==> src/rtl/lmsu_pkg.sv <==
package lmsu_pkg;
  // Binary trellis: every state has two predecessors.
  localparam int NPRED = 2;
  // Default field widths of the update element.
  localparam int SURV_W = 7;
  localparam int BM_W   = 6;
  localparam int IDX_W  = 3;
  localparam int CORR_W = 2;
endpackage

==> src/rtl/lmsu_acs_stage.sv <==
module lmsu_acs_stage #(
  parameter int SW   = 7,
  parameter int BW   = 6,
  parameter int IDXW = 3
) (
  input  logic                         clk,
  input  logic                         rst_n,
  input  logic                         in_vld,
  input  logic [SW-1:0]                surv_a,
  input  logic [SW-1:0]                surv_b,
  input  logic [BW-1:0]                bm_a,
  input  logic [BW-1:0]                bm_b,
  input  logic [((SW > BW) ? SW : BW):0] col_off,
  output logic                         s1_vld,
  output logic [((SW > BW) ? SW : BW):0] s1_max,
  output logic [IDXW-1:0]              s1_idx,
  output logic [((SW > BW) ? SW : BW):0] s1_off
);
  localparam int SUMW = ((SW > BW) ? SW : BW) + 1;
  localparam logic [IDXW-1:0] IDX_MAX = '1;

  logic [SUMW-1:0] cand_a, cand_b, diff_w, max_d;
  logic [IDXW-1:0] idx_d;
  logic            a_wins;

  // add, compare, select
  always_comb begin
    cand_a = SUMW'(surv_a) + SUMW'(bm_a);
    cand_b = SUMW'(surv_b) + SUMW'(bm_b);
    a_wins = (cand_a >= cand_b);
    max_d  = a_wins ? cand_a : cand_b;
    diff_w = a_wins ? (cand_a - cand_b) : (cand_b - cand_a);
    if (diff_w > SUMW'(IDX_MAX)) idx_d = IDX_MAX;
    else                         idx_d = diff_w[IDXW-1:0];
  end

  always_ff @(posedge clk or negedge rst_n) begin
    if (!rst_n) begin
      s1_vld <= 1'b0;
      s1_max <= '0;
      s1_idx <= '0;
      s1_off <= '0;
    end else begin
      s1_vld <= in_vld;
      if (in_vld) begin
        s1_max <= max_d;
        s1_idx <= idx_d;
        s1_off <= col_off;
      end
    end
  end

  // the captured maximum dominates both candidates of that cycle
  p_sel_max_r2: assert property (@(posedge clk) disable iff (!rst_n)
    in_vld |=> (s1_max >= $past(cand_a)) && (s1_max >= $past(cand_b)));

  // non-valid inputs leave the first stage untouched
  p_s1_hold_r7: assert property (@(posedge clk) disable iff (!rst_n)
    !in_vld |=> $stable(s1_max) && $stable(s1_off));
endmodule

==> src/rtl/lmsu_corr_lut.sv <==
module lmsu_corr_lut #(
  parameter int IDXW = 3,
  parameter int CW   = 2
) (
  input  logic [IDXW-1:0] idx,
  output logic [CW-1:0]   corr
);
  // Rounded log(1 + exp(-d)) in units where the metric step is about 0.5.
  localparam logic [IDXW-1:0] BAND1_END = IDXW'(2);

  always_comb begin
    if (idx == '0)             corr = CW'(2);
    else if (idx <= BAND1_END) corr = CW'(1);
    else                       corr = '0;
  end
endmodule

==> src/rtl/lmsu_norm_stage.sv <==
module lmsu_norm_stage #(
  parameter int SW   = 7,
  parameter int SUMW = 8,
  parameter int IDXW = 3,
  parameter int CW   = 2
) (
  input  logic            clk,
  input  logic            rst_n,
  input  logic            s1_vld,
  input  logic [SUMW-1:0] s1_max,
  input  logic [IDXW-1:0] s1_idx,
  input  logic [SUMW-1:0] s1_off,
  output logic            out_vld,
  output logic [SW-1:0]   out_surv
);
  localparam int RESW = SUMW + 1;
  localparam logic [SW-1:0] SURV_MAX = '1;

  logic [CW-1:0]   corr;
  logic [RESW-1:0] sum_w;
  logic [RESW:0]   diff_w;
  logic [SW-1:0]   surv_d;

  lmsu_corr_lut #(.IDXW(IDXW), .CW(CW)) i_lut (
    .idx  (s1_idx),
    .corr (corr)
  );

  // correction add, offset subtract, clamp
  always_comb begin
    sum_w  = RESW'(s1_max) + RESW'(corr);
    diff_w = {1'b0, sum_w} - (RESW+1)'(s1_off);
    if (diff_w[RESW])                               surv_d = '0;
    else if (diff_w[RESW-1:0] > RESW'(SURV_MAX))    surv_d = SURV_MAX;
    else                                            surv_d = diff_w[SW-1:0];
  end

  always_ff @(posedge clk or negedge rst_n) begin
    if (!rst_n) begin
      out_vld  <= 1'b0;
      out_surv <= '0;
    end else begin
      out_vld <= s1_vld;
      if (s1_vld) out_surv <= surv_d;
    end
  end

  // a maximum below the offset can only clamp to zero
  p_floor_r4: assert property (@(posedge clk) disable iff (!rst_n)
    (s1_vld && (RESW'(s1_max) + RESW'(3) < RESW'(s1_off))) |=> (out_surv == '0));

  // a maximum at least offset plus full range clamps to the top
  p_ceil_r5: assert property (@(posedge clk) disable iff (!rst_n)
    (s1_vld && (RESW'(s1_max) >= RESW'(s1_off) + RESW'(SURV_MAX))) |=> (out_surv == SURV_MAX));

  // output holds when no update reaches it
  p_out_hold_r7: assert property (@(posedge clk) disable iff (!rst_n)
    !s1_vld |=> $stable(out_surv));
endmodule

==> src/rtl/logmap_surv_update.sv <==
module logmap_surv_update
  import lmsu_pkg::*;
#(
  parameter int SW   = SURV_W,
  parameter int BW   = BM_W,
  parameter int IDXW = IDX_W,
  parameter int CW   = CORR_W
) (
  input  logic                             clk,
  input  logic                             rst_n,
  input  logic                             in_vld,
  input  logic [SW-1:0]                    surv_a,
  input  logic [SW-1:0]                    surv_b,
  input  logic [BW-1:0]                    bm_a,
  input  logic [BW-1:0]                    bm_b,
  input  logic [((SW > BW) ? SW : BW):0]   col_offset,
  output logic                             out_vld,
  output logic [SW-1:0]                    out_surv
);
  localparam int SUMW = ((SW > BW) ? SW : BW) + 1;

  logic            s1_vld;
  logic [SUMW-1:0] s1_max, s1_off;
  logic [IDXW-1:0] s1_idx;

  lmsu_acs_stage #(.SW(SW), .BW(BW), .IDXW(IDXW)) i_acs (
    .clk    (clk),
    .rst_n  (rst_n),
    .in_vld (in_vld),
    .surv_a (surv_a),
    .surv_b (surv_b),
    .bm_a   (bm_a),
    .bm_b   (bm_b),
    .col_off(col_offset),
    .s1_vld (s1_vld),
    .s1_max (s1_max),
    .s1_idx (s1_idx),
    .s1_off (s1_off)
  );

  lmsu_norm_stage #(.SW(SW), .SUMW(SUMW), .IDXW(IDXW), .CW(CW)) i_norm (
    .clk     (clk),
    .rst_n   (rst_n),
    .s1_vld  (s1_vld),
    .s1_max  (s1_max),
    .s1_idx  (s1_idx),
    .s1_off  (s1_off),
    .out_vld (out_vld),
    .out_surv(out_surv)
  );

  // a valid update emerges exactly two edges later
  p_lat_r6: assert property (@(posedge clk) disable iff (!rst_n)
    in_vld |=> ##1 out_vld);

  // no valid output without a valid input two edges earlier
  p_novld_r6: assert property (@(posedge clk) disable iff (!rst_n)
    !in_vld |=> ##1 !out_vld);
endmodule

==> config.mk <==
export PLATFORM = sky130hd
export DESIGN_NAME = logmap_surv_update
export DESIGN_NICKNAME = d
export VERILOG_FILES = /design/src/rtl/lmsu_pkg.sv /design/src/rtl/lmsu_acs_stage.sv /design/src/rtl/lmsu_corr_lut.sv /design/src/rtl/lmsu_norm_stage.sv /design/src/rtl/logmap_surv_update.sv
export SDC_FILE = /design/constraint.sdc
export NUM_CORES = 1
export LEC_CHECK = 0
export CORE_MARGIN = 5
export CORE_UTILIZATION = 25
export CTS_CLUSTER_DIAMETER = 120
export CTS_CLUSTER_SIZE = 10
export DETAILED_ROUTE_END_ITERATION = 8
export PLACE_DENSITY = 0.56
export SLEW_MARGIN = 20
export SYNTH_ARGS = -nofsm -noshare
export SYNTH_HDL_FRONTEND = slang
export SYNTH_HIERARCHICAL = 1
export SYNTH_SLANG_ARGS = --single-unit
==> constraint.sdc <==
create_clock -name clk -period 2.8 [get_ports clk]
set_input_delay 0.28 -clock clk [delete_from_list [all_inputs] [get_ports clk]]
set_output_delay 0.28 -clock clk [all_outputs]
set_load 0.005 [all_outputs]
# Word level (Yosys, flattened, before mapping)
# Cells that the tools add are included.
# op_classes
n_addsub	6
order_cmp	4
muxes	7
n_reduce_logical	1
# op_table
cell	count
7-bit by 6-bit adder with 8-bit output	2
8-bit 2-to-1 mux	2
8-bit subtractor	2
7-bit 2-to-1 mux	2
9-bit by 8-bit subtractor with 10-bit output	1
8-bit by 2-bit adder with 9-bit output	1
9-bit by 7-bit > comparator with 1-bit output, second input constant	1
8-bit >= comparator	1
8-bit by 3-bit > comparator with 1-bit output, second input constant	1
3-bit by 2-bit <= comparator with 1-bit output, second input constant	1
3-bit zero test	1
3-bit 2-to-1 mux	1
2-bit 2-to-1 mux	1
1-bit 2-to-1 mux	1
# totals
regBits	28
input_bits	37
out_inout_bits	8
wordCells	24

# Depth between registers and ports, before layout
# Gate-level depths: netlist (run 1).
# depth
depth_word	8
mapped_depth	18
depth_no_buf	17

# Cells and area by module
# Netlist (run 1), hierarchy kept.
# modules_own_cells
module	n_inst	cells_each	area_per_inst_um2	seq_area_each_um2
lmsu_acs_stage	1	231	2060.7	500.5
lmsu_norm_stage	1	113	988.4	200.2
lmsu_corr_lut	1	3	17.5	0.0

# Least setup slack after synthesis (run 1)
# No wires, ideal clock.
# synth_path
path_kind	input to register
startpoint	in surv_b[0]
endpoint	reg i_acs.s1_idx[1]
setup_ns	0.151
arrival_time_ns	3.309
required_ns	2.649
setup_slack_ns	-0.659
path_stages	17
cell_sequence	ha_1 -> inv_1 -> fa_1 -> nand2b_1 -> nand2b_1 -> a21oi_1 -> xnor2_1 -> inv_1 -> ha_1 -> inv_1 -> a31oi_1 -> o21ai_1 -> a32oi_4 -> mux2i_1 -> xnor2_1 -> nor4_4 -> a41oi_1
# synth_between
elab_chain_cells	5
word_cells_on_any_way	7
# synth_lines
item	line_no	text
from (decl)	logmap_surv_update.sv:13	input logic [SW-1:0] surv_b,
7-bit by 6-bit adder with 8-bit output (*)	lmsu_acs_stage.sv:29	cand_b = SUMW'(surv_b) + SUMW'(bm_b);
8-bit subtractor / 8-bit >= comparator (equally long branches)	lmsu_acs_stage.sv:32, lmsu_acs_stage.sv:30	
8-bit 2-to-1 mux (*)	lmsu_acs_stage.sv:32	diff_w = a_wins ? (cand_a - cand_b) : (cand_b - cand_a);
8-bit by 3-bit > comparator with 1-bit output	lmsu_acs_stage.sv:33	if (diff_w > SUMW'(IDX_MAX)) idx_d = IDX_MAX;
3-bit 2-to-1 mux (*)	lmsu_acs_stage.sv:33	
to (signal assigned)	lmsu_acs_stage.sv:47	s1_idx <= idx_d;
to (decl)	lmsu_acs_stage.sv:16	output logic [IDXW-1:0] s1_idx,
# Mark *: on every way between the ends. The rest lies on a longest branch, timed or not.
# A chain may end at the register's enable or synchronous reset.

# Final worst setup path (run 1)
# layout_path
startpoint	in bm_a[0]
endpoint	reg i_acs.s1_idx[2]
# layout_between
elab_chain_cells	5
word_cells_on_any_way	7
# layout_lines
item	line_no	text
from (decl)	logmap_surv_update.sv:14	input logic [BW-1:0] bm_a,
7-bit by 6-bit adder with 8-bit output (*)	lmsu_acs_stage.sv:28	cand_a = SUMW'(surv_a) + SUMW'(bm_a);
8-bit subtractor / 8-bit >= comparator (equally long branches)	lmsu_acs_stage.sv:32, lmsu_acs_stage.sv:30	
8-bit 2-to-1 mux (*)	lmsu_acs_stage.sv:32	
8-bit by 3-bit > comparator with 1-bit output	lmsu_acs_stage.sv:33	
3-bit 2-to-1 mux (*)	lmsu_acs_stage.sv:33	
# Marked as above.

==> results of run 1 <==
-- kinds of logic (layout without fill, tap and decap cells) --
| group | Yosys count | in the layout | share of synthesized area |
|---|---|---|---|
| xor gates and xnor gates | 18 | 18 | 0.0514 |
| adders and majority gates | 48 | 48 | 0.211 |
| AOI/OAI and AO/OA | 102 | 102 | 0.250 |
| muxes | 15 | 15 | 0.0530 |
| buffers and inverters | 46 | 188 | 0.0571 |
| and+or+nand+nor | 90 | 90 | 0.149 |
| DFF | 28 | 28 | 0.228 |
-- sequential cells by signal, indices dropped and copies added (netlist names) --
name	count
i_norm/out_vld	1
i_norm/out_surv	7
i_acs/s1_vld	1
i_acs/s1_off	8
i_acs/s1_idx	3
i_acs/s1_max	8
-- metrics by stage --
step,setup TNS [ps],area (sq um),setup WS [ps],hold WS [ps],utilization
global route,-5120,5100,-635,536,0.425
global placement,-10110,4250,-1130,494,0.354
floorplan,-3590,3130,-468,-15.6,-
CTS,-1970,4830,-429,508,0.403
detailed placement,-10800,4250,-1200,500,0.354
finish,-3230,5100,-570,477,0.425
-- routing by layer --
| layer | part of all wire | global-route usage | up-vias |
|---|---|---|---|
| li1 | - | - | 1526 |
| met5 | 0 | 0 | - |
| met1 | 0.42 | 0.134 | 1449 |
| met4 | 0.018 | 0.0276 | 0 |
| met2 | 0.54 | 0.225 | 42 |
| met3 | 0.024 | 0.0131 | 10 |
-- critical path, delay by kind of cell --
| kind | cells | cell delay [ps] |
|---|---|---|
| adder cells (fa/ha/maj) | 3 | 1140 |
| multiplexers | 1 | 230 |
| AND/OR/NAND/NOR | 3 | 650 |
| AO/OA/AOI/OAI | 4 | 740 |
| XOR/XNOR | 1 | 110 |
| buffers and inverters | 3 | 320 |
-- cells in the mapped netlist, drive strengths merged, types with 2 or more instances --
cell    instances
nand2          12
or3             4
nor3b           3
maj3            2
nor2b           9
a31oi           3
a21oi          33
mux2i           5
a41oi           3
xor2            7
a211oi          8
o21a            6
mux2           10
clkbuf          3
o41ai           2
o22ai           2
ha             39
dfrtp          28
a21o            7
nor2           41
buf             2
inv            40
o21ai          20
nand3           5
o211ai          2
nor4            2
a311oi          4
xnor2          11
nor3            4
nand2b          5
fa              7
-- cell type report --
cell class              count  area [sq um]  share of cell area
well taps                 147           184              0.0361
flip-flops and latches     28           701               0.137
clock buffers               3          75.1              0.0147
multi-input cells         273          2800               0.548
repair buffers            144          1190               0.233
inverters                  41           156              0.0307
-- worst paths after layout --
| check | to | depth (start not counted) | slack (ps) |
|---|---|---|---|
| max | i_acs/s1_idx[2] | 15 | -570 |
| min | i_acs/s1_off[0] | 1 | 480 |
| max in group asynchronous | i_acs/s1_max[3] | 2 | 1650 |
| min reg2reg | i_acs/s1_off[6] | 1 | 510 |
| max reg2reg | i_norm/out_surv[1] | 10 | -90 |
| min in group clk | i_acs/s1_off[6] | 1 | 510 |
-- repair_timing --
| action | in CTS | in global routing |
|---|---|---|
| buffers inserted | 23 | 8 |
| gates resized for setup | 107 | 49 |
| endpoints found under the setup margin | 18 | 18 |
| pin swaps | 49 | 43 |
| hold buffers | 0 | 0 |
-- power by group through the flow --
stage                     Combinational, W  Sequential [W]  Clock, W
after floorplan                    0.00135        0.000575         0
after global placement             0.00206        0.000582         0
after detailed placement           0.00209        0.000586         0
after CTS                          0.00247        0.000580  0.000330
after global routing               0.00306        0.000593  0.000349
final                              0.00281        0.000579  0.000317
==> flow_metrics.env, run 1 <==
export IMPL_crit_required_ps=2910
export IMPL_clk_latency_ps=260
export IMPL_finalSetupViolations=17
export IMPL_ys_seq_elements=28
export IMPL_synth_nets=430
export IMPL_cts_tree="done"
export IMPL_clk_pin_slew_worst_paths_ps=70
export IMPL_synth_area_leaders="dfrtp_1 (23%), ha_1 (16%), a21oi_1 (5.2%), nor2_1 (5.0%), inv_1 (4.9%)"
export IMPL_violations="setup timing"
export IMPL_cap_violations=0
export IMPL_p_int_w=0.00216
export IMPL_worstReg2RegStart="i_acs/s1_idx[0]"
export IMPL_nNetsFinal=574
export IMPL_port_buffers=44
export IMPL_startpoint="bm_a[0]"
export IMPL_fmax_mhz=297
export IMPL_cellLeakagePower_nw=2.23
export IMPL_dr_pass1_iters=4
export IMPL_critPathMaxStageDelay_ps=600
export IMPL_die_h_um=121
export IMPL_holdCritPathClass="in -> async"
export IMPL_synth_seq_area_share=0.228
export IMPL_fin_skew_ps=4.38
export IMPL_cts_sinks=28
export IMPL_cts_buffers=3
export IMPL_tightest_slew_ps=782
export IMPL_cp_end_kind="flop"
export IMPL_drtIter0Drc=116
export IMPL_placed_cells=602
export IMPL_yosysUniqueCellTypes=59
export IMPL_synth_edf_count=0
export IMPL_rows=40
export IMPL_peakVddDrop_mv=0.273
export IMPL_slew_headroom=0.477
export IMPL_grt_pass1_wl_mm=14.2
export IMPL_drt_total_wl_mm=8.74
export IMPL_fillers=1154
export IMPL_seq_power_share=0.156
export IMPL_synth_top_cell_by_area="dfrtp_1"
export IMPL_via_per_inst=4.76
export IMPL_cpMaxStageDelayCell="fa_2"
export IMPL_p_clk_frac=0.085
export IMPL_crit_fanout=3
export IMPL_finalCriticalPeriod_ps=3370
export IMPL_gr_usage_all_layers=0.116
export IMPL_drc=0
export IMPL_die_x_um=121
export IMPL_status="finished, violations left"
export IMPL_crit_chain="buf_6 > ha_4 > fa_2 > inv_2 > fa_2 > nor2b_4 > o21ai_4 > a31oi_4 > nand2_2 > a32oi_4 > buf_6 > mux2i_4 > xnor2_2 > nor4_4 > a41oi_1"
export IMPL_rsz0062_at_grt="yes"
export IMPL_dieArea_sq_um=14600
export IMPL_antenna_found_initial=0
export IMPL_gr_total_overflow=0
export IMPL_cts_htree_levels=1
export IMPL_synthToLayoutAreaGrowth_pct=66.3
export IMPL_synth_top_area_share=0.228
export IMPL_drive_gt1_frac=0.450
export IMPL_power_switching_w=0.00155
export IMPL_yosys_most_used_dff="dfrtp_1"
export IMPL_final_setup_worst_slack_ps=-570
export IMPL_dp_hpwl_mm=6.45
export IMPL_syn_inst=347
export IMPL_gp_congestion=0.840
export IMPL_io_pins=45
export IMPL_hold_violations=0
export IMPL_p_comb_frac=0.758
export IMPL_final_cell_count_no_fill=636
export IMPL_worstSetupPathType="in -> reg"
export IMPL_p_total_w=0.00371
export IMPL_grt_pass1_vias=3140
export IMPL_p_per_area_nw_per_um2=727
export IMPL_clockRootBuffer="clkbuf_16"
export IMPL_final_common_cell="buf_4"
export IMPL_routedWlPerCell_um=13.7
export IMPL_syn_area_sq_um=3070
export IMPL_start_kind="input pin"
export IMPL_swShare=0.418
export IMPL_initial_core_util=0.255
export IMPL_n_antenna_cell=0
export IMPL_final_cell_mix="buf_4 (89), nor2_1 (39), inv_1 (31)"
export IMPL_core_area_sq_um=12000
export IMPL_grt_max_degree=17
export IMPL_clockBufferDepth=2
export IMPL_async_flop_share=1.00
export IMPL_syn_avg_cell_area_sq_um=8.84
export IMPL_final_period_utilization=1.20
export IMPL_maxSlewViolCount=0
export IMPL_yosys_warnings=6
export IMPL_drtAntennaViolNets=0
export IMPL_dr_total_vias=3027
export IMPL_crit_arrival_ps=3480
(Power assumes the default switching activity.)
==> inputs of run 2 (changes only) <==
--- a/config.mk
+++ b/config.mk
@@ -5,6 +5,7 @@
 export SDC_FILE = /design/constraint.sdc
 export NUM_CORES = 1
 export LEC_CHECK = 0
+export CAP_MARGIN = 20
 export CORE_MARGIN = 5
 export CORE_UTILIZATION = 25
 export CTS_CLUSTER_DIAMETER = 120
@@ -16,3 +17,4 @@
 export SYNTH_HDL_FRONTEND = slang
 export SYNTH_HIERARCHICAL = 1
 export SYNTH_SLANG_ARGS = --single-unit
+export TNS_END_PERCENT = 1
==> run 2 against run 1 <==
- the flow still finishes with violations (setup timing)
- via count down 2.7%
- largest power group unchanged
- clock-buffer cell count up 1
- first-iteration DRC count up 6.0%
- flip-flop and latch count unchanged
- global-route usage down 0.51 points
- non-clock buffer count down 11
- clock skew down 1.8 ps
- sequential share of layout area up 0.65 points
- combinational power down 11%
- clock power up 12%
- setup slack better by 37 ps
- hold slack worse by 85 ps
==> flow_metrics.env, run 2 (synthesized netlist as in run 1, its figures left out) <==
export IMPL_drc=0
export IMPL_synthToLayoutAreaGrowth_pct=58.8
export IMPL_r2r_slack_ps=-80
export IMPL_hold_violations=0
export IMPL_cap_violations=0
export IMPL_grt_max_degree=29
export IMPL_cts_buffers=3
export IMPL_grt_pass1_vias=3078
export IMPL_n_antenna_cell=0
export IMPL_final_cell_mix="buf_4 (85), nor2_1 (38), inv_1 (31)"
export IMPL_core_area_sq_um=12000
export IMPL_cts_htree_levels=1
export IMPL_clockRootBuffer="clkbuf_16"
export IMPL_rows=40
export IMPL_dieArea_sq_um=14600
export IMPL_gr_total_overflow=0
export IMPL_gr_usage_all_layers=0.111
export IMPL_fmax_mhz=300
export IMPL_fin_skew_ps=2.53
export IMPL_maxSlewViolCount=0
export IMPL_power_switching_w=0.00141
export IMPL_final_common_cell="buf_4"
export IMPL_via_per_inst=4.70
export IMPL_nNetsFinal=563
export IMPL_die_x_um=121
export IMPL_final_area_sq_um=4870
export IMPL_antenna_found_initial=0
export IMPL_seqCellArea_sq_um=701
export IMPL_multi_input_area_sq_um=2620
export IMPL_rsz0062_at_grt="yes"
export IMPL_start_kind="input pin"
export IMPL_drt_total_wl_mm=8.17
export IMPL_holdBufCountCts=0
export IMPL_final_period_utilization=1.19
export IMPL_port_buffers=44
export IMPL_seq_power_share=0.168
export IMPL_fin_util=0.405
export IMPL_cp_end_kind="flop"
export IMPL_tns_ps=-2300
export IMPL_drtAntennaViolNets=0
export IMPL_peakVddDrop_mv=0.236
export IMPL_grt_pass1_wl_mm=13.6
export IMPL_dp_hpwl_mm=6.35
export IMPL_r2r_cells=11
export IMPL_cellLeakagePower_nw=2.15
export IMPL_violations="setup timing"
export IMPL_finalCriticalPeriod_ps=3330
export IMPL_status="finished, violations left"
export IMPL_tightest_slew_ps=581
export IMPL_finalSetupViolations=15
export IMPL_crit_required_ps=2920
export IMPL_clockBufferDepth=2
export IMPL_crit_arrival_ps=3460
export IMPL_p_per_area_nw_per_um2=707
export IMPL_top_regs="i_acs/s1_max: 8 flops, i_acs/s1_off: 8 flops, i_norm/out_surv: 7 flops"
export IMPL_p_int_w=0.00203
export IMPL_drtIter0Drc=123
export IMPL_placed_cell_area_sq_um=4250
export IMPL_gr_usage_met1=0.132
export IMPL_cts_tree="done"
export IMPL_use_met3=0.0117
export IMPL_final_setup_worst_slack_ps=-533
export IMPL_holdCritPathClass="in -> async"
export IMPL_clk_latency_ps=260
export IMPL_dr_pass1_iters=4
export IMPL_die_h_um=121
export IMPL_dr_total_vias=2945
export IMPL_met2_usage=0.202
export IMPL_drive_gt1_frac=0.403
export IMPL_grt_busiest_layer="met2"
export IMPL_crit_fanout=5
export IMPL_p_clk_frac=0.104
export IMPL_swShare=0.411
export IMPL_slew_headroom=0.612
export IMPL_initial_core_util=0.255
export IMPL_cts_sinks=28
export IMPL_worstSetupPathType="in -> reg"
export IMPL_fillers=1198
export IMPL_routedWlPerCell_um=13.0
export IMPL_p_comb_frac=0.729
export IMPL_io_pins=45
export IMPL_gp_congestion=0.868
export IMPL_clk_pin_slew_worst_paths_ps=70
==> run 2: cell types whose count changed in the layout (fill, tap and decap cells not counted), moves of 4 or more <==
cell,before,now
a21oi_1,20,25
a211oi_1,0,4
dlygate4sd2_1,11,6
clkdlybuf4s50_1,20,27
a21oi_2,10,5
buf_4,89,85
buf_6,12,7
clkbuf_2,4,0
==> run 2: worst max-delay path, cell delays in order <==
cell,delay (ps)
buf_6,100
ha_4,150
fa_2,610
inv_2,60
fa_2,370
nor2b_2,130
o21ai_2,90
a31oi_4,220
nand2_2,100
a32oi_4,350
buf_6,160
mux2i_4,230
xor2_2,100
nor4_4,310
a41oi_2,180
==> run 2: stage by stage <==
step / instances / hold WS [ps] / power (W) / setup WS, ps
after floorplan: 347 / -15.6 / 0.00192 / -470
after global placement: 602 / 496 / 0.00265 / -1150
after detailed placement: 602 / 496 / 0.00268 / -1250
after CTS: 623 / 407 / 0.00332 / -439
after global routing: 626 / 429 / 0.00373 / -645
final: 626 / 391 / 0.00344 / -533
==> run 2: layer usage <==
| layer | part of all wire | vias up |
|---|---|---|
| li1 | - | 1500 |
| met5 | 0 | - |
| met2 | 0.51 | 44 |
| met4 | 0.034 | 0 |
| met3 | 0.024 | 15 |
| met1 | 0.43 | 1386 |
==> run 2: final cells by class <==
class	count	share of cell area
Inverter	41	0.0316
Multi-Input combinational cell	273	0.539
Sequential cell	28	0.144
Timing Repair Buffer	133	0.230
Tap cell	147	0.0378
Clock buffer	4	0.0182
==> run 2: worst paths after layout <==
kind	from	to
worst max-delay path	surv_a[0]	i_acs/s1_idx[1]
worst min-delay path	rst_n	i_norm/out_surv[0]
worst max register to register	i_acs/s1_idx[0]	i_norm/out_surv[1]
worst min register to register	i_acs/s1_off[6]	i_acs/s1_off[6]
max in group asynchronous	rst_n	i_acs/s1_off[7]
min in group clk	i_acs/s1_off[6]	i_acs/s1_off[6]
==> run 2: power by group through the flow <==
| stage | combinational (W) | sequential (W) | clock, W |
|---|---|---|---|
| finish | 0.00251 | 0.000578 | 0.000356 |
| global route | 0.00275 | 0.000593 | 0.000382 |
| CTS | 0.00237 | 0.000580 | 0.000366 |
| detailed placement | 0.00209 | 0.000586 | 0 |
| global placement | 0.00207 | 0.000583 | 0 |
| floorplan | 0.00135 | 0.000575 | 0 |
==> run 2: timing repair <==
| action | in CTS | in global routing |
|---|---|---|
| resized for setup | 80 | 32 |
| endpoints found under the setup margin | 18 | 18 |
| setup buffers | 17 | 3 |
| pin swaps | 40 | 26 |
